[src/rtl/dps_pkg.sv]
package dps_pkg;

  typedef enum logic [2:0] {
    CMD_NOP  = 3'd0,
    CMD_ACT  = 3'd1,
    CMD_RD   = 3'd2,
    CMD_WR   = 3'd3,
    CMD_PRE  = 3'd4,
    CMD_PREA = 3'd5,
    CMD_REF  = 3'd6
  } dram_cmd_e;

  typedef enum logic [2:0] {
    ST_IDLE,
    ST_PRE,
    ST_ACT,
    ST_COL,
    ST_RPRE,
    ST_REF
  } seq_state_e;

  function automatic int max2(input int a, input int b);
    return (a > b) ? a : b;
  endfunction

endpackage

[src/rtl/dps_bank_table.sv]
module dps_bank_table #(
  parameter int NUM_BANKS = 4,
  parameter int ROW_W     = 13,
  localparam int BANK_W   = $clog2(NUM_BANKS)
) (
  input  logic              clk_i,
  input  logic              rst_ni,
  input  logic              open_en_i,
  input  logic              close_en_i,
  input  logic              close_all_i,
  input  logic [BANK_W-1:0] wr_bank_i,
  input  logic [ROW_W-1:0]  wr_row_i,
  input  logic [BANK_W-1:0] lk_bank_i,
  output logic              lk_open_o,
  output logic [ROW_W-1:0]  lk_row_o,
  output logic              any_open_o
);

  logic [NUM_BANKS-1:0] open_q;
  logic [ROW_W-1:0]     row_q [NUM_BANKS];

  for (genvar b = 0; b < NUM_BANKS; b++) begin : g_bank
    logic sel;
    assign sel = (wr_bank_i == BANK_W'(b));

    always_ff @(posedge clk_i or negedge rst_ni) begin
      if (!rst_ni) begin
        open_q[b] <= 1'b0;
        row_q[b]  <= '0;
      end else if (close_all_i || (close_en_i && sel)) begin
        open_q[b] <= 1'b0;
      end else if (open_en_i && sel) begin
        open_q[b] <= 1'b1;
        row_q[b]  <= wr_row_i;
      end
    end
  end

  assign lk_open_o  = open_q[lk_bank_i];
  assign lk_row_o   = row_q[lk_bank_i];
  assign any_open_o = |open_q;


  act_to_closed_chk: assert property (@(posedge clk_i) disable iff (!rst_ni)
    open_en_i |-> !open_q[wr_bank_i]);


  close_open_only_chk: assert property (@(posedge clk_i) disable iff (!rst_ni)
    close_en_i |-> open_q[wr_bank_i]);

endmodule

[src/rtl/dps_refresh_timer.sv]
module dps_refresh_timer #(
  parameter int REF_INTERVAL = 64,
  localparam int CNT_W       = $clog2(REF_INTERVAL)
) (
  input  logic clk_i,
  input  logic rst_ni,
  input  logic ref_done_i,
  output logic ref_pend_o
);

  logic [CNT_W-1:0] cnt_q;
  logic             pend_q;
  logic             wrap;

  assign wrap = (cnt_q == CNT_W'(REF_INTERVAL - 1));

  always_ff @(posedge clk_i or negedge rst_ni) begin
    if (!rst_ni) begin
      cnt_q  <= '0;
      pend_q <= 1'b0;
    end else begin
      cnt_q <= wrap ? '0 : cnt_q + 1'b1;
      if (wrap)            pend_q <= 1'b1;
      else if (ref_done_i) pend_q <= 1'b0;
    end
  end

  assign ref_pend_o = pend_q;


  ref_pend_hold_chk: assert property (@(posedge clk_i) disable iff (!rst_ni)
    (pend_q && !ref_done_i) |=> pend_q);

endmodule

[src/rtl/dps_read_pipe.sv]
module dps_read_pipe #(
  parameter int AL        = 2,
  parameter int CL        = 3,
  parameter int BURST_LEN = 4,
  localparam int RL       = AL + CL,
  localparam int DEPTH    = RL + BURST_LEN - 1
) (
  input  logic clk_i,
  input  logic rst_ni,
  input  logic rd_issue_i,
  output logic rd_valid_o
);

  logic [DEPTH-1:0] pipe_q;

  always_ff @(posedge clk_i or negedge rst_ni) begin
    if (!rst_ni) pipe_q <= '0;
    else         pipe_q <= {pipe_q[DEPTH-2:0], rd_issue_i};
  end

  // bit k set: read issued k+1 cycles ago
  assign rd_valid_o = |pipe_q[DEPTH-1:RL-1];


  rd_spacing_chk: assert property (@(posedge clk_i) disable iff (!rst_ni)
    rd_issue_i |-> (pipe_q[BURST_LEN-2:0] == '0));

endmodule

[src/rtl/dram_page_sequencer.sv]
module dram_page_sequencer
  import dps_pkg::*;
#(
  parameter int NUM_BANKS    = 4,
  parameter int ROW_W        = 13,
  parameter int COL_W        = 10,
  parameter int T_RCD        = 3,
  parameter int T_RP         = 3,
  parameter int T_RFC        = 4,
  parameter int AL           = 2,
  parameter int CL           = 3,
  parameter int BURST_LEN    = 4,
  parameter int REF_INTERVAL = 64,
  localparam int BANK_W      = $clog2(NUM_BANKS),
  localparam int ADDR_W      = (ROW_W > COL_W) ? ROW_W : COL_W
) (
  input  logic              clk_i,
  input  logic              rst_ni,
  input  logic              open_page_i,
  input  logic              req_valid_i,
  output logic              req_ready_o,
  input  logic              req_write_i,
  input  logic [BANK_W-1:0] req_bank_i,
  input  logic [ROW_W-1:0]  req_row_i,
  input  logic [COL_W-1:0]  req_col_i,
  output logic [2:0]        cmd_o,
  output logic [BANK_W-1:0] cmd_bank_o,
  output logic [ADDR_W-1:0] cmd_addr_o,
  output logic              cmd_auto_pre_o,
  output logic              rd_valid_o
);

  localparam int WAIT_MAX = max2(max2(T_RCD, T_RP), max2(T_RFC, BURST_LEN + T_RP));
  localparam int WAIT_W   = $clog2(WAIT_MAX + 1);
  localparam int GAP_W    = $clog2(T_RCD + 1) + 1;

  seq_state_e        st_q, st_d;
  logic [WAIT_W-1:0] wait_q, wait_d;
  logic              go;

  logic              req_wr_q;
  logic [BANK_W-1:0] req_bank_q;
  logic [ROW_W-1:0]  req_row_q;
  logic [COL_W-1:0]  req_col_q;

  logic              open_en, close_en, close_all;
  logic              lk_open, any_open;
  logic [ROW_W-1:0]  lk_row;
  logic [BANK_W-1:0] lk_bank;
  logic              ref_pend, ref_done;
  logic              accept;

  dram_cmd_e         cmd;
  logic [ADDR_W-1:0] addr;
  logic              auto_pre;
  logic              bank_cmd;

  assign go          = (wait_q == '0);
  assign req_ready_o = (st_q == ST_IDLE) && go && !ref_pend;
  assign accept      = req_ready_o && req_valid_i;
  assign lk_bank     = (st_q == ST_IDLE) ? req_bank_i : req_bank_q;

  always_comb begin
    st_d      = st_q;
    wait_d    = (wait_q != '0) ? wait_q - 1'b1 : '0;
    cmd       = CMD_NOP;
    addr      = '0;
    auto_pre  = 1'b0;
    bank_cmd  = 1'b0;
    open_en   = 1'b0;
    close_en  = 1'b0;
    close_all = 1'b0;
    ref_done  = 1'b0;
    unique case (st_q)
      ST_IDLE: begin
        if (go && ref_pend) begin
          st_d = any_open ? ST_RPRE : ST_REF;
        end else if (accept) begin
          if (lk_open && (lk_row == req_row_i)) st_d = ST_COL;
          else if (lk_open)                     st_d = ST_PRE;
          else                                  st_d = ST_ACT;
        end
      end
      ST_PRE: if (go) begin
        cmd      = CMD_PRE;
        bank_cmd = 1'b1;
        close_en = 1'b1;
        wait_d   = WAIT_W'(T_RP - 1);
        st_d     = ST_ACT;
      end
      ST_ACT: if (go) begin
        cmd                = CMD_ACT;
        bank_cmd           = 1'b1;
        addr[ROW_W-1:0]    = req_row_q;
        open_en            = 1'b1;
        wait_d             = WAIT_W'(T_RCD - 1);
        st_d               = ST_COL;
      end
      ST_COL: if (go) begin
        cmd             = req_wr_q ? CMD_WR : CMD_RD;
        bank_cmd        = 1'b1;
        addr[COL_W-1:0] = req_col_q;
        auto_pre        = !open_page_i;
        close_en        = !open_page_i;
        // auto-precharge runs after the burst, so the bank is busy for tRP more
        wait_d          = open_page_i ? WAIT_W'(BURST_LEN - 1)
                                      : WAIT_W'(BURST_LEN + T_RP - 1);
        st_d            = ST_IDLE;
      end
      ST_RPRE: if (go) begin
        cmd       = CMD_PREA;
        close_all = 1'b1;
        wait_d    = WAIT_W'(T_RP - 1);
        st_d      = ST_REF;
      end
      ST_REF: if (go) begin
        cmd      = CMD_REF;
        ref_done = 1'b1;
        wait_d   = WAIT_W'(T_RFC - 1);
        st_d     = ST_IDLE;
      end
      default: st_d = ST_IDLE;
    endcase
  end

  always_ff @(posedge clk_i or negedge rst_ni) begin
    if (!rst_ni) begin
      st_q   <= ST_IDLE;
      wait_q <= '0;
    end else begin
      st_q   <= st_d;
      wait_q <= wait_d;
    end
  end

  always_ff @(posedge clk_i or negedge rst_ni) begin
    if (!rst_ni) begin
      req_wr_q   <= 1'b0;
      req_bank_q <= '0;
      req_row_q  <= '0;
      req_col_q  <= '0;
    end else if (accept) begin
      req_wr_q   <= req_write_i;
      req_bank_q <= req_bank_i;
      req_row_q  <= req_row_i;
      req_col_q  <= req_col_i;
    end
  end

  dps_bank_table #(
    .NUM_BANKS (NUM_BANKS),
    .ROW_W     (ROW_W)
  ) u_bank_table (
    .clk_i       (clk_i),
    .rst_ni      (rst_ni),
    .open_en_i   (open_en),
    .close_en_i  (close_en),
    .close_all_i (close_all),
    .wr_bank_i   (req_bank_q),
    .wr_row_i    (req_row_q),
    .lk_bank_i   (lk_bank),
    .lk_open_o   (lk_open),
    .lk_row_o    (lk_row),
    .any_open_o  (any_open)
  );

  dps_refresh_timer #(
    .REF_INTERVAL (REF_INTERVAL)
  ) u_refresh (
    .clk_i      (clk_i),
    .rst_ni     (rst_ni),
    .ref_done_i (ref_done),
    .ref_pend_o (ref_pend)
  );

  dps_read_pipe #(
    .AL        (AL),
    .CL        (CL),
    .BURST_LEN (BURST_LEN)
  ) u_read_pipe (
    .clk_i      (clk_i),
    .rst_ni     (rst_ni),
    .rd_issue_i (cmd == CMD_RD),
    .rd_valid_o (rd_valid_o)
  );

  assign cmd_o          = cmd;
  assign cmd_bank_o     = bank_cmd ? req_bank_q : '0;
  assign cmd_addr_o     = addr;
  assign cmd_auto_pre_o = auto_pre;

  // activate-to-column spacing tracker for the checks below
  logic             act_pend_q;
  logic [GAP_W-1:0] gap_q;
  logic             is_col;

  assign is_col = (cmd_o == CMD_RD) || (cmd_o == CMD_WR);

  always_ff @(posedge clk_i or negedge rst_ni) begin
    if (!rst_ni) begin
      act_pend_q <= 1'b0;
      gap_q      <= '0;
    end else if (cmd_o == CMD_ACT) begin
      act_pend_q <= 1'b1;
      gap_q      <= '0;
    end else begin
      if (is_col) act_pend_q <= 1'b0;
      if (gap_q != '1) gap_q <= gap_q + 1'b1;
    end
  end


  rcd_gap_chk: assert property (@(posedge clk_i) disable iff (!rst_ni)
    (is_col && act_pend_q) |-> (gap_q >= GAP_W'(T_RCD - 1)));


  ref_all_closed_chk: assert property (@(posedge clk_i) disable iff (!rst_ni)
    (cmd_o == CMD_REF) |-> !any_open);


  ready_quiet_chk: assert property (@(posedge clk_i) disable iff (!rst_ni)
    req_ready_o |-> (cmd_o == CMD_NOP));

endmodule

[config.mk]
export PLATFORM = sky130hd
export DESIGN_NAME = dram_page_sequencer
export DESIGN_NICKNAME = d
export VERILOG_FILES = /design/src/rtl/dps_pkg.sv /design/src/rtl/dps_bank_table.sv /design/src/rtl/dps_refresh_timer.sv /design/src/rtl/dps_read_pipe.sv /design/src/rtl/dram_page_sequencer.sv
export SDC_FILE = /design/constraint.sdc
export NUM_CORES = 1
export LEC_CHECK = 0
export ABC_AREA = 1
export CORE_MARGIN = 2
export CORE_UTILIZATION = 50
export DETAILED_ROUTE_END_ITERATION = 10
export DONT_BUFFER_PORTS = 1
export PLACE_DENSITY_LB_ADDON = 0.1
export SLEW_MARGIN = 20
export SYNTH_ARGS = -nofsm -noshare
export SYNTH_HDL_FRONTEND = slang
export SYNTH_SLANG_ARGS = --single-unit
[constraint.sdc]
create_clock -name clk_i -period 2.3 [get_ports clk_i]
set_input_delay 0.115 -clock clk_i [delete_from_list [all_inputs] [get_ports clk_i]]
set_output_delay 0.115 -clock clk_i [all_outputs]
set_load 0.01 [all_outputs]
# Word level (Yosys, flattened, before mapping)
# Index checks and enable logic that the tools add are counted.
# classes
mux,53
bitwise_logic,5
n_lt_le_gt_ge,2
eq_ne,16
addsub,2
reduce_logical,38
# ops
op,n
3-bit 2-to-1 mux,15
13-bit 2-to-1 mux,3
3-bit one-hot mux with 5 select lines,2
13-bit binary-select mux with 2-bit select,1
1-bit 2-to-1 mux,21
10-bit one-hot mux with 2 select lines,1
13-bit == test,1
1-bit logical AND,13
10-bit 2-to-1 mux,1
2-bit 2-to-1 mux,5
2-bit nonzero test,5
"3-bit by 2-bit == test with 1-bit output, second input constant",3
3-bit one-hot mux with 3 select lines,1
2-bit AND reduction,4
4-bit OR reduction,2
"6-bit by 1-bit adder with 6-bit output, second input constant",1
"3-bit == test, second input constant",2
"6-bit == test, second input constant",1
3-bit logical NOT,2
6-bit 2-to-1 mux,1
"2-bit != test, second input constant",3
3-bit OR reduction,2
5-bit AND reduction,1
"2-bit == test, second input constant",2
16 further kinds,23
# word_totals
register_bits,103
out_inout_bits,21
in_bits,30

# Longest topological paths before layout
# Gate-level depths: netlist of run 1.
# depth
word_depth,12
depth_mapped,20
depth_no_buf,18

# Hierarchy
# Synthesis of run 1 repeated with hierarchy kept, for this count alone.
# unflattened
cells_unflattened,641
hier_area_um2,5210.0
# modules_own_cells
module,n_inst,area_each_um2,seq_area_each_um2,cells_per_inst
dps_bank_table,1,2760.1,1401.3,345
dram_page_sequencer,1,1938.1,800.8,253
dps_refresh_timer,1,300.3,175.2,32
dps_read_pipe,1,211.5,200.2,11

# Worst setup path before layout of run 1
# OpenSTA, ideal clock, no wires.
# synth_path
path_type,reg-to-reg
startpoint,register wait_q[0]
endpoint,register st_q[0]
arrival_time_ns,1.762
stages_incl_launch_ff,11
path_slack_ns,0.397
setup_ns,0.141
cell_sequence,dfrtp_1 -> nor2_1 -> inv_1 -> nor2_1 -> inv_2 -> nor3_2 -> nand2_1 -> nand3_1 -> o21ai_0 -> a211oi_1 -> a22oi_1
# synth_between
elab_chain_cells,6
elab_cells_between_ends,13
cone_classes,eq/ne: 5; mux: 2; reduce/logical: 6
# synth_rtl
item,line,rtl
from (decl),dram_page_sequencer.sv:38,"logic [WAIT_W-1:0] wait_q, wait_d;"
from (signal assigned),dram_page_sequencer.sv:132,wait_q <= wait_d;
3-bit logical NOT,dram_page_sequencer.sv:58,assign go = (wait_q == '0);
1-bit logical AND (2 in a row),dram_page_sequencer.sv:59,assign req_ready_o = (st_q == ST_IDLE) && go && !ref_pend;
named net req_ready_o,dram_page_sequencer.sv:21,"output logic req_ready_o,"
1-bit logical AND,dram_page_sequencer.sv:60,assign accept = req_ready_o && req_valid_i;
3-bit by 2-bit != test with 1-bit output (no source line),n/a,
5-bit AND reduction (no source line),n/a,
to (signal assigned),dram_page_sequencer.sv:131,st_q <= st_d;
to (decl),dram_page_sequencer.sv:37,"seq_state_e st_q, st_d;"
# The timed path passes the listed nets, and every way through them passes these cells.
# A chain may end at the register's enable or synchronous reset.

# Final worst setup path of run 1
# layout_path
startpoint,register st_q[0]
endpoint,register st_q[1]
# layout_between
elab_chain_cells,12
elab_cells_between_ends,30
cone_classes,eq/ne: 11; mux: 11; bitwise: 1; reduce/logical: 7
# layout_rtl
item,line,rtl
3-bit logical NOT,"dram_page_sequencer.sv:59, dram_page_sequencer.sv:61, dram_page_sequencer.sv:74",
2-bit 2-to-1 mux,dram_page_sequencer.sv:61,assign lk_bank = (st_q == ST_IDLE) ? req_bank_i : req_bank_q;
2-bit inverter with 3-bit output (not written as such),dps_bank_table.sv:40,assign lk_row_o = row_q[lk_bank_i];
13-bit binary-select mux with 2-bit select,dps_bank_table.sv:40,
13-bit 2-to-1 mux (not written as such) (2 in a row),dps_bank_table.sv:40,
13-bit == test,dram_page_sequencer.sv:79,if (lk_open && (lk_row == req_row_i)) st_d = ST_COL;
1-bit logical AND,dram_page_sequencer.sv:79,
2-bit 2-to-1 mux,dram_page_sequencer.sv:79,
3-bit 2-to-1 mux,dram_page_sequencer.sv:78,end else if (accept) begin
3-bit 2-to-1 mux,dram_page_sequencer.sv:76,if (go && ref_pend) begin
3-bit one-hot mux with 5 select lines,dram_page_sequencer.sv:74,unique case (st_q)
# Parallel ways exist; a longest one is shown, timed or not. The select of a mux whose other input is x is not followed.

==> results of run 1 <==
[kinds of logic after synthesis]
kind of cell	count (synthesis)	share of synthesized area [%]
fa+ha+maj	1	0.244
buf+inv	101	7.98
simple gates	302	26.7
flops	103	50.3
xor+xnor	2	0.342
compound gates	114	12.2
mux	10	2.20
[metrics by stage]
stage | TNS (ps) | instance area [um2] | power (mW)
floorplan | 0 | 5130 | 5.51
global route | -32.2 | 5950 | 8.55
CTS | 0 | 5810 | 7.67
global placement | 0 | 5320 | 6.29
detailed placement | 0 | 5320 | 6.37
finish | 0 | 5950 | 7.89
[placed cells by master (no fill, tap or decap), types with 2 or more instances in the layout]
cell type,synthesis,layout
a211oi_1,3,3
a21oi_1,10,10
a22oi_1,2,2
buf_12,0,2
buf_4,3,22
clkbuf_8,0,10
clkinvlp_4,0,2
dfrtp_1,103,101
dfrtp_2,0,2
dlygate4sd3_1,0,27
inv_1,72,70
inv_2,2,3
inv_6,0,3
mux2_2,10,10
nand2_1,184,183
nand2_2,2,3
nand2_8,2,5
nand3_1,74,74
nand3_2,5,4
nand3_4,1,2
nand4_1,2,2
nor2_1,22,20
nor2_2,1,2
nor3_1,2,2
o211ai_2,2,2
o21ai_0,87,77
o21ai_2,2,11
o31ai_1,4,4
xor2_1,2,2
[final cells by class]
type | count | area (um2) | area share (%)
Sequential cell | 103 | 2580 | 43.4
Clock inverter | 5 | 63.8 | 1.07
Multi-Input combinational cell | 430 | 2240 | 37.7
Timing Repair Buffer | 51 | 475 | 7.99
Clock buffer | 10 | 138 | 2.31
Inverter | 74 | 282 | 4.73
Tap cell | 133 | 166 | 2.80
[report_power, final]
group	switching [mW]	internal, mW
sequential	0.473	2.50
clock	0.649	0.539
combinational	2.34	1.39
[cells in the mapped netlist]
cell,number,share of area (%)
nand3_1,74,7.2
a31oi_1,1,0.12
buf_1,1,0.073
nor3_1,2,0.20
o21ai_0,87,8.5
mux2_2,10,2.2
o21ai_2,2,0.34
or4_1,1,0.15
o211ai_1,1,0.15
nand2_2,2,0.24
o211ai_2,2,0.49
nor2_1,22,1.6
nand3_4,1,0.34
buf_6,1,0.22
clkbuf_1,13,0.95
nor2_8,1,0.39
nand3b_1,1,0.15
nand3_2,5,0.98
o221ai_1,1,0.17
a21oi_1,10,0.98
inv_2,2,0.15
o2111ai_1,1,0.17
o31ai_1,4,0.59
nor2_2,1,0.12
nand2_4,3,0.66
a22oi_1,2,0.29
nand2_1,184,13
a211oi_1,3,0.44
nor3_2,1,0.20
ha_1,1,0.24
buf_2,9,0.88
buf_4,3,0.44
inv_1,72,5.3
nand4_1,2,0.24
dfrtp_1,103,50
nand2_8,2,0.78
xor2_1,2,0.34
[sequential cells by signal (all words and copies together) (netlist names)]
signal / cells
u_bank_table.row_q: 52
req_row_q: 13
req_col_q: 10
u_read_pipe.pipe_q: 8
u_refresh.cnt_q: 6
u_bank_table.open_q: 4
st_q: 3
wait_q: 3
req_bank_q: 2
req_wr_q: 1
u_refresh.ref_pend_o: 1
[worst max-delay path, delay by kind of cell, from the launching register on]
kind            cells  cell delay, ps
simple gates       14            1270
buf+inv             1             180
compound gates      1             180
flops               1             480
[repair_timing]
| action | in CTS | in global routing |
|---|---|---|
| gates cloned | 0 | 1 |
| pin swaps | 0 | 3 |
| endpoints found under the setup margin | 11 | 15 |
| buffers inserted | 1 | 6 |
| endpoints found under the hold margin | 131 | 103 |
| resized for setup | 13 | 20 |
[metal layers]
| metal | up-vias | routed length, um | part of all wire, % |
|---|---|---|---|
| li1 | 2123 | - | - |
| met1 | 2071 | 5990 | 47 |
| met2 | 124 | 5780 | 45 |
| met3 | 16 | 810 | 6.3 |
| met4 | 0 | 178 | 1.4 |
| met5 | - | 0 | 0 |
[worst max path at each step]
stage	from	endpoint	cells after the start
floorplan	wait_q[0]	st_q[0]	10
global placement	st_q[1]	st_q[1]	17
detailed placement	st_q[1]	st_q[1]	17
CTS	st_q[1]	cmd_addr_o[5]	7
global route	st_q[0]	st_q[1]	16
finish	st_q[0]	st_q[1]	16
==> metrics.yaml, run 1 <==
logic_synthesis:
  postSynthNetCount: 664
  yosys.cell_types.count: 37
  number_of_register_bits_inferred_by_synthesis: 103
  seq_total_area_yosys_pct: 50.3
  synthCells: 633
  syn_avg_cell_area_um2: 8.10
  synth_warnings: 0
  netlist_area_before_placement_um2: 5130
detailed_routing:
  final_antenna_net_count: 0
  routed-via-count: 4334
  wl_per_cell_um: 15.8
  drt_wl_total_um: 12800
  first_iter_violations: 315
  drc_violation_count_after_routing: 0
  first_pass_iters: 5
  detail_route.vias_per_cell: 5.38
critical_path:
  cp_slowest_stage_delay_ps: 480
  crit_fanout: 21
  cp.required_ps: 2630
  startpoint_type_of_the_worst_setup_path: "flip-flop"
  regToRegEndpoint: "st_q[1]"
  setup.reg_to_reg.worst_slack_ps: 120
  critPathSlowestCell: "dfrtp_2"
  crit_type: "reg -> reg"
  crit_arrival_ps: 2510
  reg2reg_from: "st_q[0]"
  worst-r2r-cell-count: 16
  worstPathCellList: "nor2_8, nand2_8, o21ai_2, buf_12, nand3_1, nand2_1, nand2_1, nand2_1, nand3_1, nor2_1, nand2_1, nand2_1, nand2_1, nand2_1, nand2_1, nand2_1"
  timing.critical_path.to_type: "flip-flop"
  timing.critical_path.mode_cell: "nand2_1"
sta:
  clock_skew_ps: 16.1
  finalHoldViolations: 103
  grt_setup_unrepaired: "true"
  tightestPinTransition_ps: 500
  timing.fmax_mhz: 458
  final.hold.worst_slack_ps: -590
  post-route-worst-setup-slack_ps: 116
  timing.max_slew.rel_slack_pct: 66.5
  timing_max_transition_violations_final: 0
  post-route-period-util_pct: 95.0
  min_period_ps: 2180
  final_number_of_setup_violating_endpoints: 0
floorplan:
  std_cell_rows: 36
  die_w_um: 105
  start_util_pct: 52.0
  placeableCoreArea_um2: 9860
  total_die_area_um2: 11100
  io-pin-count: 51
  die_height_um: 105
flow_run:
  drv_cap: 0
status:
  failed_checks: "negative hold slack"
  outcome: "finished, violations left"
pwr:
  static-leakage-power_nw: 2.79
  cellPowerDensity_nw_per_um2: 1330
  worst_ir_drop_vdd_mv: 0.709
clock_tree:
  maximum_number_of_buffers_from_clock_root_to_sink: 2
  clk_root_buf: "clkbuf_8"
  total_cts_buffers: 9
  insertion_delay_ps: 390
  cts_tree: "built"
  clock-sinks: 103
  cts_hold_repair.buffers: 27
  htree_levels: 3
  path_clk_slew_ps: 100
placement:
  final_weighted_congestion_of_routability_driven_global_placement: 0.865
  placed_cells: 756
  detailedPlace.worstSlack_ps: 22.2
  post-dp-hpwl_um: 8130
  io_buffers: 0
final_layout:
  n_antenna_cell: 0
  fillCellCount: 900
  layout.cells.non_filler: 806
  num-nets-final: 700
  drive_above_1_share_pct: 13.2
  layout.core_utilization_pct: 60.3
  syn2layout_area_growth_pct: 16.0
min_path:
  holdCritPathClass: "in -> async"
global_routing:
  gr-usage-met3_pct: 7.11
  grtUsageMet2_pct: 37.0
  grt_pass1_wl_um: 20900
  overall_global_routing_usage_pct: 24.2
  globalRoute.busiestLayer: "met2"
  initial_antenna_violation_count: 0
  use_met1_pct: 33.7
  global_route.overflow_total: 0
  pin_count_of_the_biggest_net_entering_global_routing: 104
  first_global_vias: 4156
Note: power is estimated with default switching activity, not from simulation.
==> run 2, diff against run 1 <==
--- a/config.mk
+++ b/config.mk
@@ -11,6 +11,7 @@
 export DETAILED_ROUTE_END_ITERATION = 10
 export DONT_BUFFER_PORTS = 1
 export PLACE_DENSITY_LB_ADDON = 0.1
+export REMOVE_ABC_BUFFERS = 1
 export SLEW_MARGIN = 20
 export SYNTH_ARGS = -nofsm -noshare
 export SYNTH_HDL_FRONTEND = slang
==> run 2 against run 1 <==
Compared with the run above:
- the run still ends with negative hold slack left
- clock power fell by 11%
- register-to-register slack barely moved
- clock skew fell by 2.8 ps
- routed wire length rose by 4.6%
- largest cell class unchanged
- largest power group unchanged
==> metrics.yaml, run 2 (synthesized netlist as in run 1, its figures left out) <==
final_layout:
  fillCellCount: 854
  top_regs: "u_bank_table.row_q: 52 flops, req_row_q: 13 flops, req_col_q: 10 flops"
  most-common-layout-cells: "nand2_1, dfrtp_1, o21ai_0"
  syn2layout_area_growth_pct: 18.6
  drive_above_1_share_pct: 14.8
  layout.cells.most_common: "nand2_1"
  regArea_um2: 2580
  regMostFlops: "u_bank_table.row_q"
  n_antenna_cell: 0
  multi_input_comb_area_um2: 2220
  flip_flop_count_of_the_largest_register_after_layout: 52
  num-nets-final: 722
clock_tree:
  insertion_delay_ps: 380
  maximum_number_of_buffers_from_clock_root_to_sink: 2
  clk_root_buf: "clkbuf_8"
  cts_hold_repair.buffers: 27
  clock-sinks: 103
  cts_tree: "built"
  total_cts_buffers: 9
  htree_levels: 3
  path_clk_slew_ps: 100
sta:
  grt_setup_unrepaired: "true"
  min_period_ps: 2230
  timing_max_transition_violations_final: 0
  final_number_of_setup_violating_endpoints: 0
  post-route-period-util_pct: 97.1
  final.hold.worst_slack_ps: -577
  timing.fmax_mhz: 448
  finalHoldViolations: 103
  tightestPinTransition_ps: 466
  timing.max_slew.rel_slack_pct: 68.9
  clock_skew_ps: 13.3
status:
  failed_checks: "negative hold slack"
  outcome: "finished, violations left"
detailed_routing:
  final_antenna_net_count: 0
  detail_route.vias_per_cell: 5.37
  drt_wl_total_um: 13300
  first_iter_violations: 393
  first_pass_iters: 5
  wl_per_cell_um: 16.1
  routed-via-count: 4450
  drc_violation_count_after_routing: 0
floorplan:
  start_util_pct: 52.0
  placeableCoreArea_um2: 9860
  std_cell_rows: 36
  io-pin-count: 51
  die_height_um: 105
  total_die_area_um2: 11100
  die_w_um: 105
placement:
  post-dp-hpwl_um: 8260
  final_weighted_congestion_of_routability_driven_global_placement: 0.837
  io_buffers: 0
pwr:
  clockPowerShare_pct: 13.2
  worst_ir_drop_vdd_mv: 0.818
  static-leakage-power_nw: 2.89
  fin_total_pwr_mw: 8.06
  p_sw_share_pct: 44.2
  cellPowerDensity_nw_per_um2: 1330
  power.sequential.fraction_pct: 36.8
  power_report.internal_total_mw: 4.50
  share_comb_of_total_power_pct: 50.0
  p_sw_mw: 3.56
min_path:
  holdCritPathClass: "in -> async"
critical_path:
  crit_arrival_ps: 2120
  crit_type: "reg -> out"
  crit_fanout: 6
  worst-r2r-cell-count: 17
  cp.required_ps: 2180
  startpoint_type_of_the_worst_setup_path: "flip-flop"
  timing.critical_path.to_type: "primary output"
global_routing:
  pin_count_of_the_biggest_net_entering_global_routing: 104
  first_global_vias: 4300
  initial_antenna_violation_count: 0
  overall_global_routing_usage_pct: 24.4
  global_route.overflow_total: 0
  grt_pass1_wl_um: 21500
flow_run:
  drv_cap: 0
==> run 2: cell count changes in the layout (fill, tap and decap cells not counted), moves of 2 or more <==
cell	before	now
o21ai_1	0	2
o21ai_0	77	85
clkinv_4	0	2
buf_6	0	3
o21ai_2	11	1
buf_4	22	38
nand2_4	1	3
==> run 2: metal layers <==
layer	track usage [%]	share of wire, %
met5	0	0
met4	7.52	1.6
met3	4.95	5.8
met2	37.6	46
met1	34.8	47
==> run 2: cell type report <==
class	count	share of cell area, %
inverter	74	4.57
sequential	103	42.4
multi-input combinational	431	36.5
timing repair buffer	72	10.8
tap	133	2.74
clock buffer	9	2.04
clock inverter	7	0.926
==> run 2: repair_timing <==
item                       in CTS  in global routing
hold endpoints to repair      131                103
setup buffers                   0                  9
gates cloned                    0                  3
pin swaps                       0                  3
setup endpoints to repair       4                 10
gates resized for setup         2                 17
==> run 2: power groups by stage <==
stage          registers [mW]  logic (mW)  clock network, mW
2_1_floorplan            2.88        2.45                  0
3_3_place_gp             2.97        3.40                  0
3_5_place_dp             2.99        3.49                  0
4_1_cts                  2.96        3.55               1.11
5_1_grt                  3.05        4.51               1.17
6_report                 2.97        4.03               1.06
==> run 2: through the flow <==
stage	TNS, ps	area [um2]	setup WS (ps)	instances	utilization (%)
after CTS	0	5890	7.64	817	59.8
after global placement	0	5440	115	774	55.1
after floorplan	-256	5000	-147	606	-
after global routing	-129	6080	-48.3	829	61.6
after detailed placement	0	5440	44.4	774	55.1
final	0	6080	67.3	829	61.6
==> run 2: path summary, 6_finish.rpt <==
kind,start,end,slack (ps)
max,st_q[0],cmd_addr_o[1],70
min,rst_ni,st_q[0],-580
max reg2reg,st_q[0],st_q[1],120
min reg2reg,u_read_pipe.pipe_q[0],u_read_pipe.pipe_q[1],360
max in group asynchronous,rst_ni,st_q[1],2670
min in group clk_i,req_valid_i,st_q[1],210
==> run 2: worst max-delay path, stage by stage, from the launching register on <==
cell and delay, ps:
dfrtp_2 460, buf_4 160, nor3_2 220, inv_1 110
nor2_4 150, inv_1 110, buf_4 190, o21ai_0 170
buf_4 150
